### config.mk
export PLATFORM = sky130hd
export DESIGN_NAME = reg_lock_ctrl
export DESIGN_NICKNAME = d
export VERILOG_FILES = /design/src/rtl/rlk_pkg.sv /design/src/rtl/rlk_lock_store.sv /design/src/rtl/rlk_access_check.sv /design/src/rtl/rlk_bank.sv /design/src/rtl/reg_lock_ctrl.sv
export SDC_FILE = /design/constraint.sdc
export NUM_CORES = 1
export LEC_CHECK = 0
export CAP_MARGIN = 30
export CORE_MARGIN = 3
export CORE_UTILIZATION = 52
export CTS_BUF_LIST = sky130_fd_sc_hd__clkbuf_4 sky130_fd_sc_hd__clkbuf_8
export CTS_CLUSTER_SIZE = 25
export DETAILED_ROUTE_END_ITERATION = 6
export GPL_TIMING_DRIVEN = 0
export PLACE_DENSITY = 0.78
export SYNTH_ARGS = -nofsm -noshare
export SYNTH_HDL_FRONTEND = slang
export SYNTH_SLANG_ARGS = --single-unit
export TNS_END_PERCENT = 5
### constraint.sdc
create_clock -name clk -period 1.7 [get_ports clk]
set_input_delay 0.425 -clock clk [delete_from_list [all_inputs] [get_ports clk]]
set_output_delay 0.425 -clock clk [all_outputs]
set_load 0.05 [all_outputs]
### src/rtl/rlk_pkg.sv
package rlk_pkg;

   // Source of the registered read data
   typedef enum logic [1:0] {
      RSRC_ZERO = 2'd0,
      RSRC_BANK = 2'd1,
      RSRC_CFG  = 2'd2
   } rd_src_e;

   // Per-access decision produced by the checker
   typedef struct packed {
      logic    bank_wr;
      logic    cfg_wr;
      logic    viol;
      rd_src_e rd_src;
   } acc_dec_t;

endpackage

### src/rtl/rlk_lock_store.sv
module rlk_lock_store #(
   parameter int NUM_REGS = 4,
   localparam int LOCK_W  = 2 * NUM_REGS + 1
) (
   input  logic              clk,
   input  logic              por_n,
   input  logic              wr_en,
   input  logic [LOCK_W-1:0] wr_bits,
   output logic [LOCK_W-1:0] lock_word
);

   logic [LOCK_W-1:0] lock_q;

   // Set-only storage: cleared exclusively by power-on reset
   always_ff @(posedge clk or negedge por_n) begin
      if (!por_n) begin
         lock_q <= '0;
      end else if (wr_en) begin
         lock_q <= lock_q | wr_bits;
      end
   end

   assign lock_word = lock_q;

   generate
      for (genvar b = 0; b < LOCK_W; b++) begin : g_sticky
         AST_LOCK_STICKY: assert property (@(posedge clk) disable iff (!por_n)
            lock_q[b] |=> lock_q[b]) else $error("lock bit cleared");
      end
   endgenerate

   AST_SELF_LOCK_FREEZE: assert property (@(posedge clk) disable iff (!por_n)
      lock_q[LOCK_W-1] |=> $stable(lock_q)) else $error("lock word changed after self-lock");

endmodule

### src/rtl/rlk_access_check.sv
module rlk_access_check
   import rlk_pkg::*;
#(
   parameter int NUM_REGS     = 4,
   parameter int ADDR_W       = 3,
   parameter bit READ_LOCK_EN = 1'b1,
   parameter bit OVERRIDE_EN  = 1'b1,
   localparam int LOCK_W      = 2 * NUM_REGS + 1,
   localparam int IDX_W       = $clog2(NUM_REGS)
) (
   input  logic              req,
   input  logic              we,
   input  logic [ADDR_W-1:0] addr,
   input  logic [LOCK_W-1:0] lock_word,
   input  logic              dbg_unlock,
   input  logic              scan_mode,
   input  logic              dbg_auth,
   output logic [IDX_W-1:0]  idx,
   output acc_dec_t          dec
);

   localparam logic [ADDR_W-1:0] CFG_ADDR = ADDR_W'(NUM_REGS);

   logic [NUM_REGS-1:0] rd_lock_v;
   logic [NUM_REGS-1:0] wr_lock_v;
   logic                override;
   logic                self_lock;
   logic                hit_bank;
   logic                hit_cfg;
   logic                bank_rd_ok;
   logic                bank_wr_ok;

   // Variant: authenticated debug override present or removed entirely
   generate
      if (OVERRIDE_EN) begin : g_ovr
         assign override = (dbg_unlock | scan_mode) & dbg_auth;
      end else begin : g_no_ovr
         logic unused_dbg;
         assign unused_dbg = dbg_unlock ^ scan_mode ^ dbg_auth;
         assign override   = 1'b0;
      end
   endgenerate

   // Unpack lock word into per-register vectors
   generate
      for (genvar i = 0; i < NUM_REGS; i++) begin : g_unpack
         assign wr_lock_v[i] = lock_word[2*i+1];
         if (READ_LOCK_EN) begin : g_rl
            assign rd_lock_v[i] = lock_word[2*i];
         end else begin : g_no_rl
            logic unused_rl;
            assign unused_rl    = lock_word[2*i];
            assign rd_lock_v[i] = 1'b0;
         end
      end
   endgenerate

   assign self_lock = lock_word[LOCK_W-1];
   assign idx       = addr[IDX_W-1:0];
   assign hit_bank  = req && (addr < CFG_ADDR);
   assign hit_cfg   = req && (addr == CFG_ADDR);

   always_comb begin
      bank_wr_ok = ~wr_lock_v[idx] | override;
      bank_rd_ok = ~rd_lock_v[idx] | override;

      dec.bank_wr = hit_bank & we & bank_wr_ok;
      dec.cfg_wr  = hit_cfg & we & ~self_lock;
      dec.viol    = (hit_bank & we & ~bank_wr_ok)
                  | (hit_bank & ~we & ~bank_rd_ok)
                  | (hit_cfg & we & self_lock);

      if (hit_bank && !we && bank_rd_ok) begin
         dec.rd_src = RSRC_BANK;
      end else if (hit_cfg && !we) begin
         dec.rd_src = RSRC_CFG;
      end else begin
         dec.rd_src = RSRC_ZERO;
      end
   end

endmodule

### src/rtl/rlk_bank.sv
module rlk_bank #(
   parameter int NUM_REGS = 4,
   parameter int DATA_W   = 16,
   localparam int IDX_W   = $clog2(NUM_REGS)
) (
   input  logic              clk,
   input  logic              por_n,
   input  logic              wr_en,
   input  logic [IDX_W-1:0]  idx,
   input  logic [DATA_W-1:0] wr_data,
   output logic [DATA_W-1:0] rd_data
);

   logic [DATA_W-1:0] regs_q [NUM_REGS];

   generate
      for (genvar i = 0; i < NUM_REGS; i++) begin : g_reg
         always_ff @(posedge clk or negedge por_n) begin
            if (!por_n) begin
               regs_q[i] <= '0;
            end else if (wr_en && (idx == IDX_W'(i))) begin
               regs_q[i] <= wr_data;
            end
         end
      end
   endgenerate

   assign rd_data = regs_q[idx];

endmodule

### src/rtl/reg_lock_ctrl.sv
module reg_lock_ctrl
   import rlk_pkg::*;
#(
   parameter int NUM_REGS     = 4,
   parameter int DATA_W       = 16,
   parameter int ADDR_W       = 3,
   parameter bit READ_LOCK_EN = 1'b1,
   parameter bit OVERRIDE_EN  = 1'b1
) (
   input  logic              clk,
   input  logic              por_n,
   input  logic              bus_req,
   input  logic              bus_we,
   input  logic [ADDR_W-1:0] bus_addr,
   input  logic [DATA_W-1:0] bus_wdata,
   output logic [DATA_W-1:0] bus_rdata,
   output logic              bus_viol,
   input  logic              dbg_unlock,
   input  logic              scan_mode,
   input  logic              dbg_auth
);

   localparam int LOCK_W = 2 * NUM_REGS + 1;
   localparam int IDX_W  = $clog2(NUM_REGS);

   initial begin
      AST_PARAM_WIDTH: assert (DATA_W >= LOCK_W) else $error("DATA_W too narrow for lock word");
      AST_PARAM_ADDR:  assert ((1 << ADDR_W) > NUM_REGS) else $error("ADDR_W too small");
      AST_PARAM_REGS:  assert (NUM_REGS >= 2) else $error("NUM_REGS below 2");
   end

   logic [LOCK_W-1:0] lock_word;
   logic [IDX_W-1:0]  idx;
   acc_dec_t          dec;
   logic [DATA_W-1:0] bank_rd;
   logic [DATA_W-1:0] rdata_d;
   logic [DATA_W-1:0] rdata_q;
   logic              viol_q;

   rlk_lock_store #(.NUM_REGS(NUM_REGS)) u_store (
      .clk       (clk),
      .por_n     (por_n),
      .wr_en     (dec.cfg_wr),
      .wr_bits   (bus_wdata[LOCK_W-1:0]),
      .lock_word (lock_word)
   );

   rlk_access_check #(
      .NUM_REGS     (NUM_REGS),
      .ADDR_W       (ADDR_W),
      .READ_LOCK_EN (READ_LOCK_EN),
      .OVERRIDE_EN  (OVERRIDE_EN)
   ) u_chk (
      .req        (bus_req),
      .we         (bus_we),
      .addr       (bus_addr),
      .lock_word  (lock_word),
      .dbg_unlock (dbg_unlock),
      .scan_mode  (scan_mode),
      .dbg_auth   (dbg_auth),
      .idx        (idx),
      .dec        (dec)
   );

   rlk_bank #(.NUM_REGS(NUM_REGS), .DATA_W(DATA_W)) u_bank (
      .clk     (clk),
      .por_n   (por_n),
      .wr_en   (dec.bank_wr),
      .idx     (idx),
      .wr_data (bus_wdata),
      .rd_data (bank_rd)
   );

   always_comb begin
      unique case (dec.rd_src)
         RSRC_BANK: rdata_d = bank_rd;
         RSRC_CFG:  rdata_d = DATA_W'(lock_word);
         default:   rdata_d = '0;
      endcase
   end

   always_ff @(posedge clk or negedge por_n) begin
      if (!por_n) begin
         rdata_q <= '0;
         viol_q  <= 1'b0;
      end else begin
         rdata_q <= rdata_d;
         viol_q  <= dec.viol;
      end
   end

   assign bus_rdata = rdata_q;
   assign bus_viol  = viol_q;

   AST_VIOL_HAS_REQ: assert property (@(posedge clk) disable iff (!por_n)
      bus_viol |-> $past(bus_req)) else $error("violation without request");

   AST_BLOCKED_READS_ZERO: assert property (@(posedge clk) disable iff (!por_n)
      bus_viol |-> (bus_rdata == '0)) else $error("blocked access returned data");

   AST_NOAUTH_NO_BYPASS: assert property (@(posedge clk) disable iff (!por_n)
      (bus_req && bus_we && (bus_addr < ADDR_W'(NUM_REGS)) && lock_word[2*idx+1] && !dbg_auth)
         |-> !dec.bank_wr) else $error("locked write let through without auth");

   AST_DBG_KEEPS_LOCKS: assert property (@(posedge clk) disable iff (!por_n)
      (dbg_unlock || scan_mode) |=> (($past(lock_word) & ~lock_word) == '0))
      else $error("debug or scan cleared a lock");

endmodule

==> results.py <==
metrics = {
    "floorplan": {
        "core-area_sq_um": 6944,
        "start_util_pct": 54.95,
        "ios": 43,
        "die_w_um": 91.67,
        "rows": 30,
        "dieArea_sq_um": 8402,
        "die_h_um": 91.67,
    },
    "routing": {
        "wl_um": 7682,
        "wire_per_inst_um": 19.25,
        "drtAntennaViolNets": 0,
        "drtIter0Drc": 113,
        "vias": 2236,
        "drc": 0,
        "drt_first_pass_iters": 4,
        "vias_per_cell": 5.604,
    },
    "clock_tree": {
        "cts_buffers": 9,
        "cts_buffer_depth": 2,
        "cts_tree": "yes",
        "clockRootBuffer": "clkbuf_8",
        "htreeDepth": 3,
        "clock-sinks": 90,
        "worst_skew_pair.late_latency_ps": 350,
        "path_clk_slew_ps": 90,
    },
    "sta": {
        "max_slew_margin_pct": 66.85,
        "fin_crit_sh_pct": 96.78,
        "worst_slew_pin_slew_ps": 496.7,
        "setup_ws_ps": 54.69,
        "hold_viol": 0,
        "slew_violations": 0,
        "whs_ps": 499.2,
        "grt_setup_unrepaired": "no",
        "setup_viol_count_final": 0,
        "max_freq_mhz": 607.8,
        "skew_ps": 8.358,
        "period_needed_ps": 1645,
    },
    "synth": {
        "synth_area_sq_um": 3816,
        "yosysWarnings": 0,
        "synth_seq_cells": 90,
        "yosysUniqueCellTypes": 23,
        "yosys.area.top_type": "dfrtp_1",
        "synth_area_per_cell_sq_um": 17.04,
        "syn_inst": 224,
        "synth_top_area_share_pct": 59.02,
        "syn_nets": 250,
        "seq_area_frac_synth_pct": 59.02,
        "synth_area_leaders": "dfrtp_1, mux2_2, mux4_2",
    },
    "worst_setup_path": {
        "cp.required_ps": 1270,
        "endpoint_kind": "output pin",
        "critPathKind": "flip-flop to output pin",
        "critPathMaxStageDelay_ps": 530,
        "cp.arrival_ps": 1220,
        "start_kind": "flip-flop",
        "crit_family": "buffers and inverters",
        "cp_cell_sequence": "dlygate4sd2_1",
        "crit_slowest_cell": "dlygate4sd2_1",
        "worstPathMaxFanout": 1,
        "worst-path-buf-inv": 1,
    },
    "place": {
        "dp_hpwl_um": 4838,
        "port_buffers": 42,
        "placed_area_sq_um": 4417,
        "gp_congestion": 0.7552,
        "dp_slack_ps": -1014,
    },
    "final_layout": {
        "drive_gt1_share_pct": 46.53,
        "final_nets": 324,
        "layout_common_cells": "dfrtp_1, mux2_2, dlygate4sd2_1",
        "insertedDiodeCount": 0,
        "fillCellCount": 495,
        "design_area_sq_um": 4775,
        "synthToLayoutAreaGrowth_pct": 25.11,
        "seq_area_sq_um": 2253,
        "mostFrequentLayoutCell": "dfrtp_1",
        "multi_input_area_sq_um": 1535,
    },
    "global_routing": {
        "grt_overflow": 0,
        "grt_max_degree": 62,
        "grt_pass1_vias": 2386,
        "grt_pass1_wl_um": 12920,
        "antenna_found_initial": 0,
        "grt_use_total_pct": 20.33,
    },
    "pwr": {
        "p_leak_uw": 0.002181,
        "p_per_area_nw_per_um2": 1071,
        "max-vdd-ir-drop_mv": 0.5448,
    },
    "min_path": {
        "hp-class": "flip-flop to flip-flop",
    },
    "outcome": {
        "status": "finished, final reports clean",
    },
    "job": {
        "cap_viol_max_count": 0,
    },
}
## final timing paths
check	startpoint	endpoint	slack, ps	cells after the start
max	bus_rdata[5]$_DFF_PN0_	bus_rdata[5]	50	1
min	u_store.lock_word[4]$_DFFE_PN0P_	u_store.lock_word[4]$_DFFE_PN0P_	500	1
max reg2reg	u_store.lock_word[3]$_DFFE_PN0P_	u_bank.regs_q[45]$_DFFE_PN0P_	80	4
min reg2reg	u_store.lock_word[4]$_DFFE_PN0P_	u_store.lock_word[4]$_DFFE_PN0P_	500	1
max in group asynchronous	por_n	u_store.lock_word[3]$_DFFE_PN0P_	520	3
min in group asynchronous	por_n	bus_rdata[9]$_DFF_PN0_	530	2
## power breakdown
group          leakage (uW)  switching, uW  internal, uW
Combinational      0.000973            384           609
Sequential          0.00113            248          2570
Clock             0.0000821            755           547
Total               0.00218           1390          3730
## stage by stage
| step | utilization, % | instances | setup TNS [ps] | power (uW) |
|---|---|---|---|---|
| floorplan | - | 224 | -906.5 | 3495 |
| global placement | 63.17 | 362 | -332290 | 3776 |
| detailed placement | 63.60 | 364 | -62760 | 3841 |
| CTS | 68.22 | 395 | -16.10 | 5133 |
| global route | 68.76 | 399 | 0 | 5364 |
| finish | 68.76 | 399 | 0 | 5114 |
## per-layer routing
metal  track usage (%)  share of wire (%)  vias to the layer above
met1             28.20                 45                     1198
met4             8.291                1.7                        0
met3             3.281                2.9                        9
met2             32.26                 50                       36
met5                 0                  0                        -
li1                  -                  -                      993
## final cells by class
type                    instances  share of cell area [%]
repair buffers                 63                   12.05
clock inverters                 6                  0.8648
multi-input cells             123                   32.15
plain buffers                   9                   2.306
flip-flops and latches         90                   47.20
inverters                       2                  0.1572
well taps                      96                   2.516
clock buffers                  10                   2.752
## cells in the mapped netlist
master     number
o21ai_2         1
nand4b_1        1
a22o_1         11
nand4bb_1       1
inv_1           2
a21boi_2        1
nor3b_1         1
a2111oi_4       2
a211oi_2        2
buf_4           3
nor2_1          2
buf_1           1
and3b_1         1
nand3b_2        1
buf_2           2
clkbuf_1        1
and2_1          7
a21o_1          9
buf_6           2
mux4_2         18
dfrtp_1        90
mux2_2         64
nor3_1          1
## state kept, by name, indices dropped and copies added (netlist names)
signal	flops
bus_rdata	16
bus_viol	1
u_bank.regs_q	64
u_store.lock_word	9
## timing repair
action | 4_1_cts | 5_1_grt
buffers inserted | 13 | 3
resized for setup | 40 | 15
pin swaps | 7 | 2
endpoints found under the setup margin | 98 | 62
hold buffers | 1 | 0
cloned | 1 | 1
hold endpoints to repair | 19 | 0
## kinds of logic (layout without fill, tap and decap cells)
logic type / Yosys count / after routing / share of synthesized area (%)
buf+inv: 11 / 90 / 1.836
flops: 90 / 90 / 59.02
simple gates: 15 / 15 / 2.721
compound gates: 26 / 26 / 6.918
mux: 82 / 82 / 29.51
Power figures use the tool's default switching activity.
